$ cat config.mk
export PLATFORM = sky130hd
export DESIGN_NAME = ivl_vector_latch
export DESIGN_NICKNAME = d
export VERILOG_FILES = /design/src/rtl/ivl_pkg.sv /design/src/rtl/ivl_edge_detect.sv /design/src/rtl/ivl_prio_pick.sv /design/src/rtl/ivl_vec_store.sv /design/src/rtl/ivl_vector_latch.sv
export SDC_FILE = /design/constraint.sdc
export NUM_CORES = 1
export LEC_CHECK = 0
export BUFFER_PORTS_ARGS = -buffer_cell sky130_fd_sc_hd__buf_2
export CELL_PAD_IN_SITES_DETAIL_PLACEMENT = 2
export CELL_PAD_IN_SITES_GLOBAL_PLACEMENT = 2
export CORE_UTILIZATION = 22
export CTS_CLUSTER_SIZE = 40
export DETAILED_ROUTE_END_ITERATION = 8
export GPL_TIMING_DRIVEN = 0
export PLACE_DENSITY = 0.95
export SYNTH_ARGS = -nofsm -noshare
export SYNTH_HDL_FRONTEND = slang
export SYNTH_HIERARCHICAL = 1
export SYNTH_SLANG_ARGS = --single-unit
$ cat constraint.sdc
create_clock -name clk -period 3.59 [get_ports clk]
set_input_delay 0.1795 -clock clk [delete_from_list [all_inputs] [get_ports clk]]
set_output_delay 0.1795 -clock clk [all_outputs]
set_load 0.01 [all_outputs]
$ cat src/rtl/ivl_pkg.sv
package ivl_pkg;

  typedef enum logic [1:0] {
    SEL_W0   = 2'd0,
    SEL_W1   = 2'd1,
    SEL_W2   = 2'd2,
    SEL_NONE = 2'd3
  } rd_sel_e;

  localparam logic [4:0] W0_TAG = 5'h1f;
  localparam int unsigned W0_TAG_LSB = 6;

  // First data word: tag field in [10:6], line number in the low bits
  function automatic logic [63:0] build_word0(input logic [15:0] line);
    logic [63:0] w;
    w = 64'(W0_TAG) << W0_TAG_LSB;
    w = w | 64'(line);
    return w;
  endfunction

endpackage

$ cat src/rtl/ivl_edge_detect.sv
module ivl_edge_detect #(
  parameter int unsigned N = 8
) (
  input  logic         clk,
  input  logic         rst_n,
  input  logic [N-1:0] lvl,
  output logic [N-1:0] rise,
  output logic [N-1:0] fall
);
  logic [N-1:0] prev_q;

  always_ff @(posedge clk) begin
    if (!rst_n) prev_q <= '0;
    else        prev_q <= lvl;
  end

  assign rise = lvl & ~prev_q;
  assign fall = ~lvl & prev_q;
endmodule

$ cat src/rtl/ivl_prio_pick.sv
module ivl_prio_pick #(
  parameter int unsigned N  = 8,
  parameter int unsigned IW = 3
) (
  input  logic [N-1:0]  req,
  output logic          any,
  output logic [IW-1:0] idx,
  output logic [N-1:0]  grant
);
  // Lowest line number wins
  for (genvar i = 0; i < N; i++) begin : g_grant
    if (i == 0) begin : g_first
      assign grant[i] = req[i];
    end else begin : g_rest
      assign grant[i] = req[i] & ~(|req[i-1:0]);
    end
  end

  assign any = |req;

  always_comb begin
    idx = '0;
    for (int i = N - 1; i >= 0; i--) begin
      if (req[i]) idx = IW'(i);
    end
  end
endmodule

$ cat src/rtl/ivl_vec_store.sv
module ivl_vec_store
  import ivl_pkg::*;
#(
  parameter int unsigned       DATA_W = 64,
  parameter int unsigned       IW     = 3,
  parameter int unsigned       TT_W   = 9,
  parameter logic [TT_W-1:0]   TT     = 9'h060
) (
  input  logic              clk,
  input  logic              rst_n,
  input  logic              accept,
  input  logic              release_evt,
  input  logic [IW-1:0]     line_idx,
  output logic              busy,
  output logic              wake,
  output logic [TT_W-1:0]   trap_idx,
  output logic [DATA_W-1:0] word0,
  output logic [DATA_W-1:0] word1,
  output logic [DATA_W-1:0] word2
);
  logic [63:0] w0_next;
  assign w0_next = build_word0(16'(line_idx));

  always_ff @(posedge clk) begin
    if (!rst_n) begin
      busy  <= 1'b0;
      wake  <= 1'b0;
      word0 <= '0;
      word1 <= '0;
      word2 <= '0;
    end else begin
      wake <= accept;
      if (accept) begin
        busy  <= 1'b1;
        word0 <= DATA_W'(w0_next);
        word1 <= '0;
        word2 <= '0;
      end else if (release_evt) begin
        busy <= 1'b0;
      end
    end
  end

  assign trap_idx = busy ? TT : '0;
endmodule

$ cat src/rtl/ivl_vector_latch.sv
module ivl_vector_latch
  import ivl_pkg::*;
#(
  parameter int unsigned     NUM_LINES = 8,
  parameter int unsigned     DATA_W    = 64,
  parameter int unsigned     TT_W      = 9,
  parameter logic [TT_W-1:0] VEC_TT    = 9'h060,
  localparam int unsigned    IW = (NUM_LINES > 1) ? $clog2(NUM_LINES) : 1
) (
  input  logic                 clk,
  input  logic                 rst_n,
  input  logic [NUM_LINES-1:0] line_lvl,
  input  logic                 sw_clear,
  input  logic [1:0]           rd_sel,
  output logic                 busy,
  output logic                 hard_req,
  output logic [TT_W-1:0]      trap_idx,
  output logic                 wake,
  output logic [DATA_W-1:0]    data0,
  output logic [DATA_W-1:0]    data1,
  output logic [DATA_W-1:0]    data2,
  output logic [DATA_W-1:0]    rd_data
);
  logic [NUM_LINES-1:0] rise, fall, grant;
  logic                 any_rise;
  logic [IW-1:0]        pick_idx;
  logic                 accept, release_evt;

  ivl_edge_detect #(.N(NUM_LINES)) i_edge (
    .clk(clk), .rst_n(rst_n), .lvl(line_lvl), .rise(rise), .fall(fall)
  );

  ivl_prio_pick #(.N(NUM_LINES), .IW(IW)) i_pick (
    .req(rise), .any(any_rise), .idx(pick_idx), .grant(grant)
  );

  // Named events for the checker
  assign accept      = any_rise & ~busy;
  assign release_evt = busy & ((|fall) | sw_clear);

  ivl_vec_store #(.DATA_W(DATA_W), .IW(IW), .TT_W(TT_W), .TT(VEC_TT)) i_store (
    .clk(clk), .rst_n(rst_n), .accept(accept), .release_evt(release_evt),
    .line_idx(pick_idx), .busy(busy), .wake(wake), .trap_idx(trap_idx),
    .word0(data0), .word1(data1), .word2(data2)
  );

  assign hard_req = busy;

  always_comb begin
    unique case (rd_sel_e'(rd_sel))
      SEL_W0:  rd_data = data0;
      SEL_W1:  rd_data = data1;
      SEL_W2:  rd_data = data2;
      default: rd_data = '0;
    endcase
  end
endmodule

==> results of run 1 <==
-- report_power, final --
group | total (µW) | switching [µW] | internal, µW | leakage [µW]
Clock | 238 | 68.7 | 169 | 0.0000442
Combinational | 607 | 341 | 266 | 0.00259
Sequential | 176 | 9.29 | 166 | 0.000116
-- registers in the layout, summed over array words and instances, names as in the netlist --
name	cells
i_edge/prev_q	8
i_store/busy	1
i_store/wake	1
i_store/word0	4
-- routing by layer --
metal  track usage, %  part of all wire (%)
met5                0                     0
met4             1.52                  0.45
met3             2.66                   7.5
met2             30.1                    59
met1             13.3                    34
-- per-stage QoR --
stage	cells	hold WS, ns
after detailed placement	859	0.423
after CTS	863	0.165
after floorplan	610	0.297
after global routing	863	0.176
after global placement	859	0.407
final	863	0.169
-- worst paths after layout --
| kind | from | end | slack, ns | cells after the start |
|---|---|---|---|---|
| min reg2reg | i_store/word0[0] | i_store/word0[0] | 0.57 | 2 |
| min | line_lvl[2] | i_edge/prev_q[2] | 0.17 | 2 |
| max reg2reg | i_edge/prev_q[3] | i_store/word0[1] | 1.76 | 8 |
| max | i_edge/prev_q[3] | i_store/word0[1] | 1.76 | 8 |
-- area by class of cell --
type                            count  area, µm²
Buffer                            220       1700
Multi-Input combinational cell    374       2270
Fill cell                        1919      11000
Tap cell                          216        270
Inverter                            2       7.51
Sequential cell                    14        280
Clock buffer                        4       88.8
Timing Repair Buffer               33        165
==> flow_summary.toml, run 1 <==
[timing]
setup_viol = 0
rsz0062_at_grt = "false"
hold_violations = 0
setup-tns-final_ns = 0
finalMaxSlewViolations = 0
slew_headroom_pct = 59.7
fin_crit_sh_pct = 51.0
finClkSkew_ns = 0.00403
period_needed_ns = 1.83
max_freq_mhz = 547
worst_pin_slew_ns = 0.604
worst_slack_ns = 1.76

[cells_and_area]
fin_util_pct = 30.2
stdcell_area_um2 = 4780
drive_above_1_share_pct = 40.0
nets = 661
mostFrequentLayoutCell = "buf_4"
syn_to_final_growth_pct = 34.9
antenna_cells = 0
final_cell_mix = "198 x buf_4, 191 x conb_1, 67 x mux2i_1"

[routing]
final_antenna_net_count = 0
first_pass_iters = 3
drtIter0Drc = 39
drc = 0
vias = 3192
totalWireLength_um = 12700
drt-wirelength-per-cell_um = 14.7
avgViaCountPerCell = 3.70

[power]
p_leak_uw = 0.00275
total_power_uw = 1020
vdd_drop_max_mv = 0.205
p_per_area_nw_per_um2 = 213

[logic_synthesis]
syn_inst = 420
syn_area_per_cell_um2 = 8.44
synth_warnings = 6
synth_area_um2 = 3540

[status]
status = "finished, final reports clean"

[floorplanning]
pin_count = 281
dieArea_um2 = 16600
rows = 46
die_x_um = 129
initial_core_util_pct = 22.4
core_um2 = 15800
die_height_um = 129

[global_routing]
gr-usage-all-layers_pct = 13.8
grt_pass1_wl_um = 17900
overflow = 0
grt_pass1_vias = 3329
antenna_found_initial = 0
grt_max_degree = 15

[critical_path]
crit_family = "simple AND/OR/NAND/NOR gates"
cp.arrival_ns = 1.97
cp-end-kind = "flop"
crit_top_cell = "nor2b_1"
path_max_fanout = 6
cp.required_ns = 3.73
crit_type = "reg -> reg"
timing.critical_path.buf_inv = 1
slowest_stage = "or4_4"
cp_cell_sequence = "nor2b_1 -> or4_4 -> nor3_2 -> nand2_1 -> nor2b_1 -> buf_6 -> mux2i_1 -> nor2b_1"
start_kind = "flop"
max_stage_delay_ns = 0.56

[cts]
cts-buffers-inserted = 3
cts_setup_buffers = 0
clockBufferDepth = 2
insertion_delay_ns = 0.25
cts_resized = 0
htreeDepth = 1
clkTransAtPathRegs_ns = 0.05
cts_tree = "yes"
cts_root_buf = "clkbuf_16"
cts.hold.buffers_added = 0
cts.sinks = 14

[place]
dp.final_hpwl_um = 10900
place_ws_ns = 1.79
io_buffers = 33
finalWeightedCongestion = 0.751
placed_area_um2 = 4690

[flow_run]
drv_cap = 0

[hold_path]
hold_path_class = "in -> reg"
Power figures use the tool's default switching activity.
==> run 2, diff against run 1 <==
ABC_AREA = 1   (was unset)
CORE_UTILIZATION = 18   (was 22)
PLACE_DENSITY = 0.92   (was 0.95)
clock period = 1.8 ns   (was 3.59 ns; I/O delays follow)
==> run 2 against run 1 <==
- combinational power is 110% higher
- via count is 20% higher
- synthesized cell count is 43% higher
- count of clock-buffer cells in the layout stayed put
- global-route usage is 0.19 points lower
- non-clock buffer count is 3 lower
- largest power group unchanged
==> flow_summary.toml, run 2 <==
[status]
status = "finished, final reports clean"

[cells_and_area]
drive_above_1_share_pct = 31.8
reg_top3 = "i_edge/prev_q: 8 flops, i_store/word0: 4 flops"
layout.cells.non_filler = 1061
multi_input_area_um2 = 2070
largest_register_ffs = 8
nets = 841
seqCellArea_um2 = 280
antenna_cells = 0
final_cell_mix = "216 x nand2_1, 202 x buf_4, 191 x conb_1"
syn_to_final_growth_pct = 36.8
mostFrequentLayoutCell = "nand2_1"
nFillCells = 2396
top_register = "i_edge/prev_q"

[timing]
rsz0062_at_grt = "false"
max_freq_mhz = 623
setup_viol = 0
slew_headroom_pct = 64.0
worst_pin_slew_ns = 0.539
fin_crit_sh_pct = 89.2
setup-tns-final_ns = 0
hold_violations = 0
period_needed_ns = 1.60
finClkSkew_ns = 0.00650
finalMaxSlewViolations = 0
worst_slack_ns = 0.195
hold_slack_ns = 0.0574

[cts]
cts.sinks = 14
htreeDepth = 1
cts_resized = 0
clockBufferDepth = 2
cts_setup_buffers = 0
insertion_delay_ns = 0.25
cts.hold.buffers_added = 0
cts-buffers-inserted = 3
cts_tree = "yes"
clkTransAtPathRegs_ns = 0.05
cts_root_buf = "clkbuf_16"

[routing]
first_pass_iters = 4
totalWireLength_um = 14000
drtIter0Drc = 67
vias = 3815
drc = 0
drt-wirelength-per-cell_um = 13.2
avgViaCountPerCell = 3.60
final_antenna_net_count = 0

[logic_synthesis]
synth_area_um2 = 3420
syn_area_per_cell_um2 = 5.70
syn_inst = 600
synth_warnings = 6

[critical_path]
crit_type = "reg -> reg"
cp-end-kind = "flop"
path_max_fanout = 7
start_kind = "flop"
cp.arrival_ns = 1.79
cp.required_ns = 1.98

[power]
total_power_uw = 2110
p_leak_uw = 0.00313
vdd_drop_max_mv = 0.329
p_per_area_nw_per_um2 = 450

[place]
io_buffers = 33
finalWeightedCongestion = 0.764
post-place-cells = 1057
dp.final_hpwl_um = 12100
place_ws_ns = 0.232

[global_routing]
antenna_found_initial = 0
grt_max_degree = 11
grt_pass1_vias = 4006
grt_pass1_wl_um = 21000
gr-usage-all-layers_pct = 13.6
overflow = 0

[floorplanning]
rows = 50
die_x_um = 140
die_height_um = 140
core_um2 = 18600
pin_count = 281
dieArea_um2 = 19600
initial_core_util_pct = 18.4

[hold_path]
hold_path_class = "in -> reg"

[flow_run]
drv_cap = 0
-- run 2: changes by cell type in the layout (fill, tap and decap cells not counted), moves of 8 or more --
cell	previous run	this run
o2bb2ai_1	64	0
mux2i_1	67	0
nand2_1	1	216
nor2_1	5	34
and2_1	8	0
nor2b_1	24	0
inv_1	2	39
nand3_1	0	66
-- run 2: per-stage QoR --
step / cell area (µm²) / util [%]
finish: 4680 / 25.1
global route: 4680 / 25.1
CTS: 4680 / 25.1
detailed placement: 4590 / 24.6
global placement: 4590 / 24.6
floorplan: 4140 / -
-- run 2: per-layer routing --
| layer | vias to the layer above | share of wire [%] | global-route usage, % |
|---|---|---|---|
| li1 | 1888 | - | - |
| met1 | 1756 | 35 | 12.7 |
| met3 | 17 | 8.0 | 3.61 |
| met2 | 154 | 56 | 28.7 |
| met4 | 0 | 1.7 | 2.95 |
| met5 | - | 0 | 0 |
-- run 2: power by group --
| part | internal (µW) | switching, µW |
|---|---|---|
| combinational | 503 | 749 |
| sequential | 343 | 33.8 |
| clock | 337 | 139 |
-- run 2: area by class of cell --
| cell class | instances | area share [%] |
|---|---|---|
| tap | 234 | 6.25 |
| timing repair buffer | 33 | 3.53 |
| inverter | 42 | 3.37 |
| buffer | 217 | 34.8 |
| multi-input combinational | 517 | 44.1 |
| clock buffer | 4 | 1.90 |
| sequential | 14 | 5.99 |
-- run 2: path summary, 6_finish.rpt --
path / to / depth (start not counted) / start / slack, ns
worst min register to register: i_store/word0[0] / 2 / i_store/word0[0] / 0.50
worst min-delay path: i_edge/prev_q[7] / 3 / line_lvl[7] / 0.06
worst max register to register: i_store/busy / 9 / i_edge/prev_q[3] / 0.20
worst max-delay path: i_store/busy / 9 / i_edge/prev_q[3] / 0.20
-- run 2: critical path, cell delays in order, from the launching register on --
cell,delay [ns]
dfxtp_1,0.31
nor2_1,0.26
inv_1,0.10
nand3_2,0.11
inv_2,0.03
nand2_1,0.05
inv_1,0.04
nor2_1,0.34
nand2_1,0.18
nand2_1,0.11
